--- config.mk ---
export PLATFORM = sky130hd
export DESIGN_NAME = crc2_codec
export DESIGN_NICKNAME = d
export VERILOG_FILES = /design/src/rtl/crc2_pkg.sv /design/src/rtl/crc2_seq.sv /design/src/rtl/crc2_engine.sv /design/src/rtl/crc2_shiftbuf.sv /design/src/rtl/crc2_retry.sv /design/src/rtl/crc2_codec.sv
export SDC_FILE = /design/constraint.sdc
export NUM_CORES = 1
export LEC_CHECK = 0
export ABC_CLOCK_PERIOD_IN_PS = 1700
export BUFFER_PORTS_ARGS = -buffer_cell sky130_fd_sc_hd__buf_2
export CAP_MARGIN = 20
export CORE_MARGIN = 3
export CORE_UTILIZATION = 50
export CTS_CLUSTER_DIAMETER = 120
export CTS_CLUSTER_SIZE = 20
export DETAILED_ROUTE_END_ITERATION = 10
export PLACE_DENSITY = 0.69
export REMOVE_ABC_BUFFERS = 1
export SLEW_MARGIN = 10
export SYNTH_ARGS = -nofsm -noshare
export SYNTH_HDL_FRONTEND = slang
export SYNTH_SLANG_ARGS = --single-unit
--- constraint.sdc ---
create_clock -name clk -period 1.7 [get_ports clk]
set_input_delay 0.17 -clock clk [delete_from_list [all_inputs] [get_ports clk]]
set_output_delay 0.17 -clock clk [all_outputs]
set_load 0.005 [all_outputs]
--- src/rtl/crc2_pkg.sv ---
package crc2_pkg;

    typedef logic [1:0] chk_t;

    typedef enum logic {
        PH_IDLE = 1'b0,
        PH_RUN  = 1'b1
    } phase_e;

    typedef struct packed {
        logic hit_plain;
        logic hit_retry;
        logic miss;
    } verdict_t;

    // One step of the 2-bit recurrence.
    function automatic chk_t crc2_step(input chk_t cur, input logic d);
        chk_t nxt;
        nxt[1] = cur[0] ^ d;
        nxt[0] = cur[0] ^ d ^ cur[1];
        return nxt;
    endfunction

endpackage

--- src/rtl/crc2_seq.sv ---
module crc2_seq
    import crc2_pkg::*;
#(
    parameter int NBITS = 65
) (
    input  logic clk,
    input  logic rst,
    input  logic start,
    input  logic bit_valid,
    output logic accept,
    output logic last,
    output logic done
);
    localparam int CW = $clog2(NBITS);
    localparam logic [CW-1:0] LAST_IDX = CW'(NBITS - 1);

    phase_e        phase;
    logic [CW-1:0] cnt;

    assign accept = !start && (phase == PH_RUN) && bit_valid;
    assign last   = accept && (cnt == LAST_IDX);

    always_ff @(posedge clk) begin
        if (rst) begin
            phase <= PH_IDLE;
            cnt   <= '0;
            done  <= 1'b0;
        end else begin
            done <= 1'b0;
            if (start) begin
                phase <= PH_RUN;
                cnt   <= '0;
            end else if (accept) begin
                if (cnt == LAST_IDX) begin
                    phase <= PH_IDLE;
                    cnt   <= '0;
                    done  <= 1'b1;
                end else begin
                    cnt <= cnt + 1'b1;
                end
            end
        end
    end


    done_pulse_chk: assert property (@(posedge clk) disable iff (rst)
        done |=> !done);


    idle_hold_chk: assert property (@(posedge clk) disable iff (rst)
        (phase == PH_IDLE && !start) |=> (phase == PH_IDLE && cnt == '0));


    start_restart_chk: assert property (@(posedge clk) disable iff (rst)
        start |=> (cnt == '0 && phase == PH_RUN && !done));

endmodule

--- src/rtl/crc2_engine.sv ---
module crc2_engine
    import crc2_pkg::*;
(
    input  logic clk,
    input  logic rst,
    input  logic clr,
    input  logic en,
    input  logic din,
    output chk_t state
);
    always_ff @(posedge clk) begin
        if (rst || clr) begin
            state <= '0;
        end else if (en) begin
            state <= crc2_step(state, din);
        end
    end


    hold_chk: assert property (@(posedge clk) disable iff (rst)
        (!clr && !en) |=> $stable(state));


    clear_chk: assert property (@(posedge clk) disable iff (rst)
        clr |=> (state == 2'b00));

endmodule

--- src/rtl/crc2_shiftbuf.sv ---
module crc2_shiftbuf #(
    parameter int NBITS = 65
) (
    input  logic             clk,
    input  logic             rst,
    input  logic             clr,
    input  logic             en,
    input  logic             din,
    output logic [NBITS-1:0] word
);
    localparam int SW = NBITS - 1;

    logic [SW-1:0] held;

    always_ff @(posedge clk) begin
        if (rst || clr) begin
            held <= '0;
        end else if (en) begin
            held <= {held[SW-2:0], din};
        end
    end

    // Oldest bit ends at the top, the bit being presented at the bottom.
    assign word = {held, din};


    buf_clear_chk: assert property (@(posedge clk) disable iff (rst)
        clr |=> (held == '0));

endmodule

--- src/rtl/crc2_retry.sv ---
module crc2_retry
    import crc2_pkg::*;
#(
    parameter int NBITS    = 65,
    parameter int FLIP_POS = 64
) (
    input  logic [NBITS-1:0] word,
    output chk_t             crc_flip
);
    always_comb begin
        chk_t acc;
        acc = '0;
        for (int i = 0; i < NBITS; i++) begin
            acc = crc2_step(acc, word[NBITS-1-i] ^ (i == FLIP_POS));
        end
        crc_flip = acc;
    end

    initial begin

        flip_pos_range_chk: assert (FLIP_POS >= 0 && FLIP_POS < NBITS);
    end

endmodule

--- src/rtl/crc2_codec.sv ---
module crc2_codec
    import crc2_pkg::*;
#(
    parameter int NBITS    = 65,
    parameter int FLIP_POS = NBITS - 1
) (
    input  logic       clk,
    input  logic       rst,
    input  logic       start,
    input  logic       bit_valid,
    input  logic       bit_in,
    input  logic [1:0] rx_check,
    output logic [1:0] crc_out,
    output logic       word_done,
    output logic       match_normal,
    output logic       match_flipped,
    output logic       error
);
    logic             accept;
    logic             last;
    chk_t             state;
    chk_t             plain_next;
    chk_t             flip_crc;
    logic [NBITS-1:0] word;
    verdict_t         verdict;

    crc2_seq #(.NBITS(NBITS)) u_seq (
        .clk       (clk),
        .rst       (rst),
        .start     (start),
        .bit_valid (bit_valid),
        .accept    (accept),
        .last      (last),
        .done      (word_done)
    );

    crc2_engine u_engine (
        .clk   (clk),
        .rst   (rst),
        .clr   (start),
        .en    (accept),
        .din   (bit_in),
        .state (state)
    );

    crc2_shiftbuf #(.NBITS(NBITS)) u_buf (
        .clk  (clk),
        .rst  (rst),
        .clr  (start),
        .en   (accept),
        .din  (bit_in),
        .word (word)
    );

    crc2_retry #(.NBITS(NBITS), .FLIP_POS(FLIP_POS)) u_retry (
        .word     (word),
        .crc_flip (flip_crc)
    );

    assign plain_next = crc2_step(state, bit_in);

    always_ff @(posedge clk) begin
        if (rst) begin
            verdict <= '0;
        end else if (last) begin
            verdict.hit_plain <= (plain_next == rx_check);
            verdict.hit_retry <= (plain_next != rx_check) && (flip_crc == rx_check);
            verdict.miss      <= (plain_next != rx_check) && (flip_crc != rx_check);
        end else begin
            verdict <= '0;
        end
    end

    assign crc_out       = state;
    assign match_normal  = verdict.hit_plain;
    assign match_flipped = verdict.hit_retry;
    assign error         = verdict.miss;


    verdict_onehot_chk: assert property (@(posedge clk) disable iff (rst)
        word_done |-> ($countones({match_normal, match_flipped, error}) == 1));


    verdict_quiet_chk: assert property (@(posedge clk) disable iff (rst)
        !word_done |-> !(match_normal || match_flipped || error));


    start_clr_chk: assert property (@(posedge clk) disable iff (rst)
        start |=> (crc_out == 2'b00 && !word_done));


    done_hold_chk: assert property (@(posedge clk) disable iff (rst)
        (word_done && !start) |=> $stable(crc_out));

endmodule

# Yosys cells after proc, flatten, opt, wreduce, memory -nomap -nowiden
# Index checks and enable logic that the tools add are counted.
[word_totals]
reg_bits = 78
output_inout_bits = 6
elab_cells = 165
[classes]
n_addsub = 1
eq_ne = 5
mux = 5
bitwise_logic = 133
reduce_logical = 13
[op_table]
columns = ["cell", "n"]
rows = [
  ["$xor A1 B1 Y1", 130],
  ["$add A7 B1 Y7 const B", 1],
  ["$eq A7 B7 Y1 const B", 1],
  ["$mux W7", 1],
  ["$logic_and A1 B1 Y1", 5],
  ["$eq A2 B2 Y1", 2],
  ["$mux W1", 4],
  ["$ne A2 B2 Y1", 2],
  ["$reduce_bool A2 Y1", 2],
  ["$reduce_or A2 Y1", 2],
  ["$not A1 Y1", 3],
  ["$reduce_or A3 Y1", 1],
  ["$reduce_and A2 Y1", 1],
  ["$logic_not A1 Y1", 1],
  ["$logic_or A1 B1 Y1", 1],
]

# Longest topological paths before layout
# Gate-level depths: netlist of run 1.
[logic_depth]
ltp_word = 130
depth_mapped = 7
mapped_depth_nobuf = 7

# Modules after synthesis
# A second synthesis of run 1 with hierarchy kept.
[unflattened]
cells_unflattened = 347
hier_area_um2 = 3667.3
[by_module_without_submodules]
columns = ["mod", "instances", "cells_per_inst", "area_each_um2", "seq_area_each_um2"]
rows = [
  ["crc2_shiftbuf", 1, 208, 2356.0, 1281.2],
  ["crc2_retry", 1, 61, 575.6, 0.0],
  ["crc2_seq", 1, 54, 462.9, 180.2],
  ["crc2_codec", 1, 14, 163.9, 60.1],
  ["crc2_engine", 1, 10, 108.9, 40.0],
]

# Worst setup path after synthesis of run 1
# OpenSTA, ideal clock, no wires.
[synth_path]
kind = "reg2reg"
from = "register u_buf.held[45]"
to = "register verdict, in the netlist match_flipped"
arrival_ns = 1.668
path_slack_ns = -0.033
stages_incl_launch_ff = 8
path_buffers = 0
synth_period_minus_slack_ns = 1.733
path_cell_list = "dfxtp_1 > xor2_1 > xnor2_1 > xnor2_2 > xnor3_1 > or2_0 > mux2i_1 > nor2b_1"
[synth_between]
elab_chain_cells = 96
[synth_lines]
columns = ["item", "line", "source"]
rows = [
  ["from (decl)", "crc2_shiftbuf.sv:13", "logic [SW-1:0] held;"],
  ["from (signal assigned)", "crc2_shiftbuf.sv:19", "held <= {held[SW-2:0], din};"],
  ["$xor A1 B1 Y1 (*)", "crc2_pkg.sv:19, crc2_pkg.sv:20", ""],
  ["$xor A1 B1 Y1", "crc2_pkg.sv:20", "nxt[0] = cur[0] ^ d ^ cur[1];"],
  ["$xor A1 B1 Y1", "crc2_pkg.sv:19, crc2_pkg.sv:20", ""],
  ["$xor A1 B1 Y1", "crc2_pkg.sv:20", ""],
  ["$xor A1 B1 Y1", "crc2_pkg.sv:19, crc2_pkg.sv:20", ""],
  ["$xor A1 B1 Y1", "crc2_pkg.sv:20", ""],
  ["$xor A1 B1 Y1", "crc2_pkg.sv:19, crc2_pkg.sv:20", ""],
  ["$xor A1 B1 Y1", "crc2_pkg.sv:20", ""],
  ["[... 80 more ...]", "--", ""],
  ["$xor A1 B1 Y1", "crc2_pkg.sv:19, crc2_pkg.sv:20", ""],
  ["$xor A1 B1 Y1", "crc2_pkg.sv:20", ""],
  ["$xor A1 B1 Y1", "crc2_pkg.sv:19, crc2_pkg.sv:20", ""],
  ["$xor A1 B1 Y1", "crc2_pkg.sv:20", ""],
  ["$xor A1 B1 Y1", "crc2_pkg.sv:19, crc2_pkg.sv:20", ""],
  ["$xor A1 B1 Y1", "crc2_pkg.sv:20", ""],
  ["$eq A2 B2 Y1 (*)", "crc2_codec.sv:67", "verdict.hit_retry <= (plain_next != rx_check) && (flip_crc == rx_check);"],
  ["$logic_and A1 B1 Y1 (*)", "crc2_codec.sv:67", ""],
  ["to (decl)", "crc2_codec.sv:25", "verdict_t verdict;"],
]
# Every way passes the cells marked *; elsewhere a longest branch is shown, timed or not.
# A chain may end at the register's enable or synchronous reset.

# Final worst setup path of run 1
[layout_path]
from = "register u_buf.held[48]"
to = "register verdict, in the netlist match_flipped"
[layout_between]
elab_chain_cells = 102
[layout_lines]
columns = ["item", "line"]
rows = [
  ["$xor A1 B1 Y1 (*)", "crc2_pkg.sv:19, crc2_pkg.sv:20"],
  ["$xor A1 B1 Y1", "crc2_pkg.sv:20"],
  ["$xor A1 B1 Y1", "crc2_pkg.sv:19, crc2_pkg.sv:20"],
  ["$xor A1 B1 Y1", "crc2_pkg.sv:20"],
  ["$xor A1 B1 Y1", "crc2_pkg.sv:19, crc2_pkg.sv:20"],
  ["$xor A1 B1 Y1", "crc2_pkg.sv:20"],
  ["$xor A1 B1 Y1", "crc2_pkg.sv:19, crc2_pkg.sv:20"],
  ["$xor A1 B1 Y1", "crc2_pkg.sv:20"],
  ["[... 86 more ...]", "--"],
  ["$xor A1 B1 Y1", "crc2_pkg.sv:19, crc2_pkg.sv:20"],
  ["$xor A1 B1 Y1", "crc2_pkg.sv:20"],
  ["$xor A1 B1 Y1", "crc2_pkg.sv:19, crc2_pkg.sv:20"],
  ["$xor A1 B1 Y1", "crc2_pkg.sv:20"],
  ["$xor A1 B1 Y1", "crc2_pkg.sv:19, crc2_pkg.sv:20"],
  ["$xor A1 B1 Y1", "crc2_pkg.sv:20"],
  ["$eq A2 B2 Y1 (*)", "crc2_codec.sv:67"],
  ["$logic_and A1 B1 Y1 (*)", "crc2_codec.sv:67"],
]
# Marks and branches as above.

==> results, run 1 <==
- The flow ran to the end, but the final reports show violations.
- The checks that failed: negative setup slack.
- The die is 87.83 um wide.
- The number of iterations in the first detailed-routing pass is 4.
- The worst pin sits at a relative slew slack of 68.62%.
- Measured in cells, the most critical reg-to-reg path has a length of 7.
- The share of final-layout standard cells stronger than drive strength 1 is 17.90%.
- The critical path runs through a total of 7 cells.
- In this run the deepest clock path goes through 2 buffers.
- The worst flop-to-flop path endpoint is match_flipped.
- The number of pins exceeding their max-slew limit in the final report is 0.
- The capturing element type of the critical path is a flip-flop.
- The routed length per placed instance is 12.28 um.
- Buffers placed on the I/O ports in this run total 12.
- The worst min-delay path class is in2reg.
- Entering global routing, the biggest net connects 68 pins.
- The leakage power of the design is 0.001368 uW.
- The number of global-route vias before repair is 2528.
- The critical path is of the reg2reg type.
- In this run the worst setup path begins at u_buf.held[48].
- The required time of the critical path is 1980 ps.
- The leading area contributor after synthesis is dfxtp_1.
- For the worst-skew pair, the clock arrives at the later sink with an insertion delay of 340 ps.
- The antenna diode count is 0.
- The floorplan step defined a core boundary enclosing 6422 um^2.
- The remaining global-route overflow is 0.
- The number of different library cells in the post-synthesis netlist is 28.
- The initial antenna violation count is 0.
- The proportion of synthesized chip area in sequential cells is 46.64%.
- TritonCTS built the clock tree.
- The initialized floorplan defines 29 standard-cell rows.
- The clock-pin slew on the worst setup and hold paths is 70 ps.
- The count of buffering cells on the critical path with inverters included is 0.
- After layout, the worst path uses 108.8% of the clock period.
- Across every metal layer, demand over resource in global routing totals 18.84%.
- The first global-routing pass estimated 11.31 mm of wire.
- The final worst slack is -150.0 ps.
- The cell sitting at the root of the clock tree is a clkbuf_8.
- The post-detailed-placement cell area is 3695 um^2.
- The routed wire length is 6.434 mm.
- The die footprint is 7714 um^2.
- The number of nets in the layout is 453.
- The startpoint identified for the worst register-to-register timing path is u_buf.held[48].
- In this run the worst setup path terminates at match_flipped.
- Once layout is done, the placed cells without fillers occupy 3959 um^2.
- The most numerous cell on the critical path is xnor2_2.
- The cell with the largest stage delay on the worst path is xnor3_1.
- On the critical path the largest part of the delay comes from XOR/XNOR gates.
- The post-route minimum period is 1850 ps.
- The via total after detailed routing is 2639.
- The routed via count divided by cell count is 5.036.
- The clock tree skew after final layout is 7.628 ps.
- For this run, the slowest stage of the critical path takes 410 ps.
- The synthesized area is 3348 um^2.
- The die height is 87.83 um.
- Dividing total power by cell area gives a power density of 794.3 nW/um^2.
- The final hold violation count was 0.
- Max-cap violations in this run came to 0.
- The H-tree depth is 3.
- Walking the worst path, the cells encountered are xnor2_2, xnor2_2, xnor2_1, xnor3_1, or2_0, mux2i_1, nor2b_1.
- The peak clock frequency supported by timing is 540.6 MHz.
- Counting instances, the worst hold path has a depth of 3.
- The weighted congestion at the end of routability-driven global placement is 0.7599.
- For this run, design rule violations remaining after detail routing come to 0.
- At the pin with the least slew margin, the transition time is 470.7 ps.
- From synthesis to final layout, the design area changed by 18.24%.
- The violation count after the first detailed-routing iteration is 156.
- The startpoint type of the worst setup path is a flip-flop.
- The synthesized design devotes to its leading area cell type 46.64% of total area.
- The worst-case IR drop observed on VDD is 0.5005 mV.
- The clock net sink count is 78.
- The number of warnings printed during yosys synthesis is 0.
- By area the synthesized netlist is led by dfxtp_1 (47%), xnor2_1 (15%), nand2_1 (15%).
- The detail route stage leaves a number of antenna-violating nets equal to 0.
- In the synthesized netlist, the number of instances is 409.
- The flip-flop and latch count after synthesis is 78.
- The data arrival at the endpoint of the critical path is 2130 ps.
- In this run, CTS created clock tree buffers numbering 9.
- Setup violations remaining at the end of the flow were counted as 2.
- For flop-to-flop paths, the worst setup slack is -150 ps.
- The effective utilization at floorplan is 52.13%.
- Setup repair after global routing could not meet its margin everywhere.
- The half-perimeter wire length after detailed placement is 4.180 mm.
- The maximum fanout along the worst path is 3.
- In this run the count of I/O pins placed on the die edge is 13.
- In this run the mean area of a mapped cell was 8.186 um^2.
- After layout, the design draws a total of 3144 uW.
-- how the worst min path moves through the flow --
| stage | from | endpoint |
|---|---|---|
| 2_1_floorplan | rst | u_seq.phase |
| 3_3_place_gp | rst | u_seq.phase |
| 4_1_cts | start | u_seq.phase |
| 5_1_grt | start | u_seq.phase |
| 6_report | start | u_seq.phase |
| 3_5_place_dp | rst | u_seq.phase |
-- metrics by stage --
step	hold slack [ps]	setup TNS, ps	instances	setup WS [ps]	utilization, %
finish	91.05	-267.7	524	-150.0	61.64
global route	96.89	-569.6	524	-302.6	61.64
CTS	69.03	-280.0	523	-158.3	61.04
detailed placement	338.6	-331.5	508	-180.5	57.53
global placement	337.0	-210.5	508	-115.5	57.53
floorplan	242.4	-13690	386	-566.8	-
-- layout by cell type (no fill, tap or decap), drive strengths merged, types with 2 or more instances in the layout --
master,instances
a21oi,67
and3,2
buf,46
clkbuf,12
clkinv,2
dfxtp,78
ha,2
inv,3
nand2,133
nand3,2
nand4,2
nor2,12
nor3,2
or2,2
xnor2,59
xnor3,2
xor2,10
-- logic make-up (layout without fill, tap and decap cells) --
family,after synthesis,count (layout),synth area share (%)
adders and majority gates,2,2,0.7473
and+or+nand+nor,162,162,19.40
AOI/OAI and AO/OA,69,69,10.39
buffers and inverters,26,64,2.915
muxes,1,1,0.2990
DFF,78,78,46.64
xor gates and xnor gates,71,71,19.62
-- area by class of cell --
type / instances / area (um^2)
sequential: 78 / 1570
fill: 547 / 2464
tap: 77 / 96.34
clock buffer: 12 / 145.1
inverter: 3 / 11.26
timing repair buffer: 47 / 350.3
clock inverter: 2 / 10.01
multi-input combinational: 305 / 1775
-- cell usage after synthesis, drive strengths merged --
cell type    n
nand2      133
dfxtp       78
a21oi       67
xnor2       59
clkbuf      21
nor2        12
xor2        10
inv          3
and3         2
buf          2
ha           2
nand3        2
nand4        2
nor3         2
or2          2
xnor3        2
a211oi       1
and2         1
and4         1
mux2i        1
nand2b       1
nor2b        1
nor3b        1
nor4         1
o21ai        1
or3          1
-- power by group --
| group | internal [uW] | leakage [uW] | total [uW] | switching [uW] |
|---|---|---|---|---|
| clock network | 550 | 0.0000821 | 1150 | 604 |
| logic | 51.8 | 0.000654 | 156 | 105 |
| registers | 1830 | 0.000632 | 1830 | 3.81 |
-- registers in the layout, summed over array words and instances (netlist names) --
signal,flops
u_seq.cnt,7
u_seq.done,1
u_buf.held,64
match_normal,1
error,1
u_seq.phase,1
match_flipped,1
u_engine.state,2
-- metal layers --
layer	part of all wire (%)	vias up	track usage, %
met1	48	1213	25.54
met5	0	-	0
li1	-	1368	-
met3	3.7	15	5.080
met2	46	43	28.22
met4	1.8	0	8.229
-- what timing repair did --
action                                  CTS  global route
buffers inserted                          0             1
pin swaps                                 9             2
endpoints found under the setup margin    2             2
gates resized for setup                  13             5
hold buffers                              1             0
endpoints found under the hold margin     1             0
-- tightest hold or removal path: cells and delay by family --
kind,cells,cell delay [ps]
buffers and inverters,1,110
AND/OR/NAND/NOR,1,70
AO/OA/AOI/OAI,1,40
No activity file was read; power rests on OpenSTA's default activity.
==> run 2: changes to the inputs <==
- MAX_ROUTING_LAYER: unset -> met4
- SKIP_LAST_GASP: unset -> 1
==> run 2 against run 1 <==
Effect of this change: the run still ends with negative setup slack left; utilization grew 0.97 points; sequential cell count is the same; final cell count shrank 0.19%; worst hold slack is essentially flat; maximum frequency shrank 0.53%; count of clock-buffer cells in the layout is the same; largest cell class unchanged.
==> results, run 2 (synthesis gave the netlist of run 1 again) <==
- STA puts the critical path data required time at 1980 ps.
- The number of cells on the worst reg-to-reg path is 7.
- Once the floorplan was initialized, standard cells occupied 52.13% of the core.
- Detailed placement finished with a half-perimeter wire length of 4.180 mm.
- Across every metal layer, demand over resource in global routing totals 19.41%.
- The run finished, with violations left.
- The floorplan step set the die width to 87.83 um.
- The headroom to the max-slew limit is 68.64%.
- The number of global-route vias before repair was 2532.
- The critical path is of the reg2reg type.
- The worst reg-to-reg setup slack is -160 ps.
- The highest cell delay on the worst timing path is 430 ps.
- Across the run, the number of max-cap violations was 0.
- The routed length per placed instance is 12.54 um.
- Measured on the finished design, the core utilization comes to 62.61%.
- The repair_antennas step left the layout with diodes totalling 0.
- The switching part of the total power is 22.94%.
- The clock-pin slew on the worst setup and hold paths is 70 ps.
- The die height is 87.83 um.
- Relative to the synthesized area, the layout overhead comes to 20.10%.
- For this design the ratio of total power to cell area is 785.0 nW/um^2.
- At the pin with the least slew margin, the transition time is 470.4 ps.
- The family with the most delay on the worst path is XOR/XNOR gates.
- The I/O pin total is 13.
- The initial antenna violation count is 0.
- The core area is 6422 um^2.
- The total of buffers placed on input and output ports is 12.
- Row generation in the floorplan step produced 29 rows.
- The H-tree was split into 3 levels.
- The final reports fail on negative setup slack.
- The flip-flop count of the largest register, all copies and words added is 64.
- The share of final-layout standard cells stronger than drive strength 1 is 19.96%.
- The total setup buffers inserted after CTS is 0.
- Combinational logic is responsible for 5.0% of the overall power.
- The cell with the largest stage delay on the worst path is xnor3_1.
- The worst path uses 109.4% of the clock period.
- Entering global routing, the biggest net connects 68 pins.
- The worst-case IR drop observed on VDD is 0.5039 mV.
- The post-route minimum period is 1860 ps.
- The congestion estimate from routability-driven global placement came to 0.7699.
- The worst hold path passes through 3 cells.
- The first-pass GRT wire length is 11.29 mm.
- Summed over all layers, the global routing overflow is 0.
- The peak clock frequency supported by timing is 537.7 MHz.
- The path class of the tightest hold or removal check is in2reg.
- The clock tree from TritonCTS is done.
- For this run, the post-layout net count is 452.
- The share of total power dissipated in the clock network is 36.9%.
- The floorplan step defined a die boundary enclosing 7714 um^2.
- The count of endpoints failing setup in the final report is 2.
- In the routed design, unresolved DRC markers number 0.
- In the layout the commonest cells are nand2_1 (132), dfxtp_1 (68), a21oi_1 (67), xnor2_1 (42), buf_4 (31).
- The number of iterations in the first detailed-routing pass is 5.
- The completed layout was analyzed and its total power is 3157 uW.
- The startpoint type of the worst setup path is a flip-flop.
- The final hold violation count was 0.
- The clock tree skew after final layout is 7.079 ps.
- The post-layout instance area is 4021 um^2.
- The clock tree root buffer cell is clkbuf_8.
- The later pin in the worst-skew pair is clocked with a latency of 340 ps.
- Setup repair after global routing could not meet its margin everywhere.
- The routed wire length is 6.557 mm.
- The worst setup path is captured at a flip-flop.
- Together, buffers and inverters on the worst path number 0.
- The endpoint identified for the worst register-to-register timing path is match_flipped.
- The longest clock path from root to sink contains 2 buffers.
- Data arrives at the worst endpoint at 2140 ps.
- TritonCTS created 9 clock buffers.
- The routed via count divided by cell count is 5.054.
- Internal power comes to 2433 uW.
- The sequential power share is 58.0%.
- The final worst slack is -159.9 ps.
- The maximum fanout along the worst path is 3.
- The via total after detailed routing is 2643.
- The post-detailed-placement cell area is 3695 um^2.
- The register ranked first by flip-flop count is u_buf.held.
- The violation count after the first detailed-routing iteration is 151.
- The clock net sink count is 78.
- The number of pins exceeding their max-slew limit in the final report is 0.
- The largest registers in the layout are u_buf.held x64, u_seq.cnt x7, u_engine.state x2.
- The path with the worst hold slack has its endpoint at u_seq.phase.
- The most common cell after layout, fill and taps aside is nand2_1.
- The reported net switching power is 724.0 uW.
- The most numerous cell on the critical path is xnor2_2.
- The leakage power of the design is 0.001393 uW.
- The count of nets left with antenna violations once routing finished came out at 0.
- The critical path goes through xnor2_4, xnor2_2, xnor2_2, xnor3_1, or2_0, mux2i_1, nor2b_1.
- The worst register-to-register path begins at u_buf.held[31].
- In this run the most critical hold path is launched from start.
==> run 2: cell type report <==
class                           instances  area (um^2)
Clock inverter                          2        10.01
Multi-Input combinational cell        305         1839
Fill cell                             531         2401
Clock buffer                           12        145.1
Timing Repair Buffer                   46        342.8
Sequential cell                        78         1577
Tap cell                               77        96.34
Inverter                                3        11.26
==> run 2: metal layers <==
metal	GRT usage [%]	share of wire, %	vias up
met2	28.29	47	42
met5	-	0	-
li1	-	-	1372
met3	5.268	3.6	9
met1	25.48	48	1220
met4	7.810	1.6	0
==> run 2: power by group through the flow <==
stage               logic, uW  clock network [uW]  registers (uW)
floorplan                90.4                   0            1870
global placement          148                   0            1880
detailed placement        150                   0            1880
CTS                       155                1200            1830
global route              177                1290            1830
finish                    159                1170            1830
==> run 2: timing repair <==
item / in CTS / in global routing
resized for setup: 12 / 18
endpoints found under the hold margin: 1 / 0
gates cloned: 0 / 0
pin swaps: 7 / 8
setup endpoints to repair: 2 / 2
hold buffers: 1 / 0
==> run 2: metrics by stage <==
| step | setup TNS (ps) | hold slack, ps | worst slack, ps | std cells |
|---|---|---|---|---|
| 3_3_place_gp | -210.5 | 337.0 | -115.5 | 508 |
| 3_5_place_dp | -331.5 | 338.6 | -180.5 | 508 |
| 5_1_grt | -518.8 | 95.96 | -277.7 | 523 |
| 6_report | -284.8 | 91.21 | -159.9 | 523 |
| 2_1_floorplan | -13690 | 242.4 | -566.8 | 386 |
| 4_1_cts | -299.8 | 69.03 | -168.2 | 523 |
==> run 2: worst min-delay path, delay by kind of cell <==
| family | cells | cell delay [ps] |
|---|---|---|
| AO/OA/AOI/OAI | 1 | 40 |
| AND/OR/NAND/NOR | 1 | 70 |
| buffers and inverters | 1 | 110 |
==> run 2: how the worst max path moves through the flow <==
| stage | startpoint | endpoint | slack (ps) | cells past startpoint |
|---|---|---|---|---|
| floorplan | u_seq.phase | u_seq.cnt[6] | -570 | 6 |
| global placement | u_buf.held[3] | match_flipped | -120 | 7 |
| detailed placement | u_buf.held[21] | match_flipped | -180 | 7 |
| CTS | u_buf.held[25] | match_flipped | -170 | 7 |
| global route | u_buf.held[10] | match_flipped | -280 | 7 |
| finish | u_buf.held[31] | match_flipped | -160 | 7 |
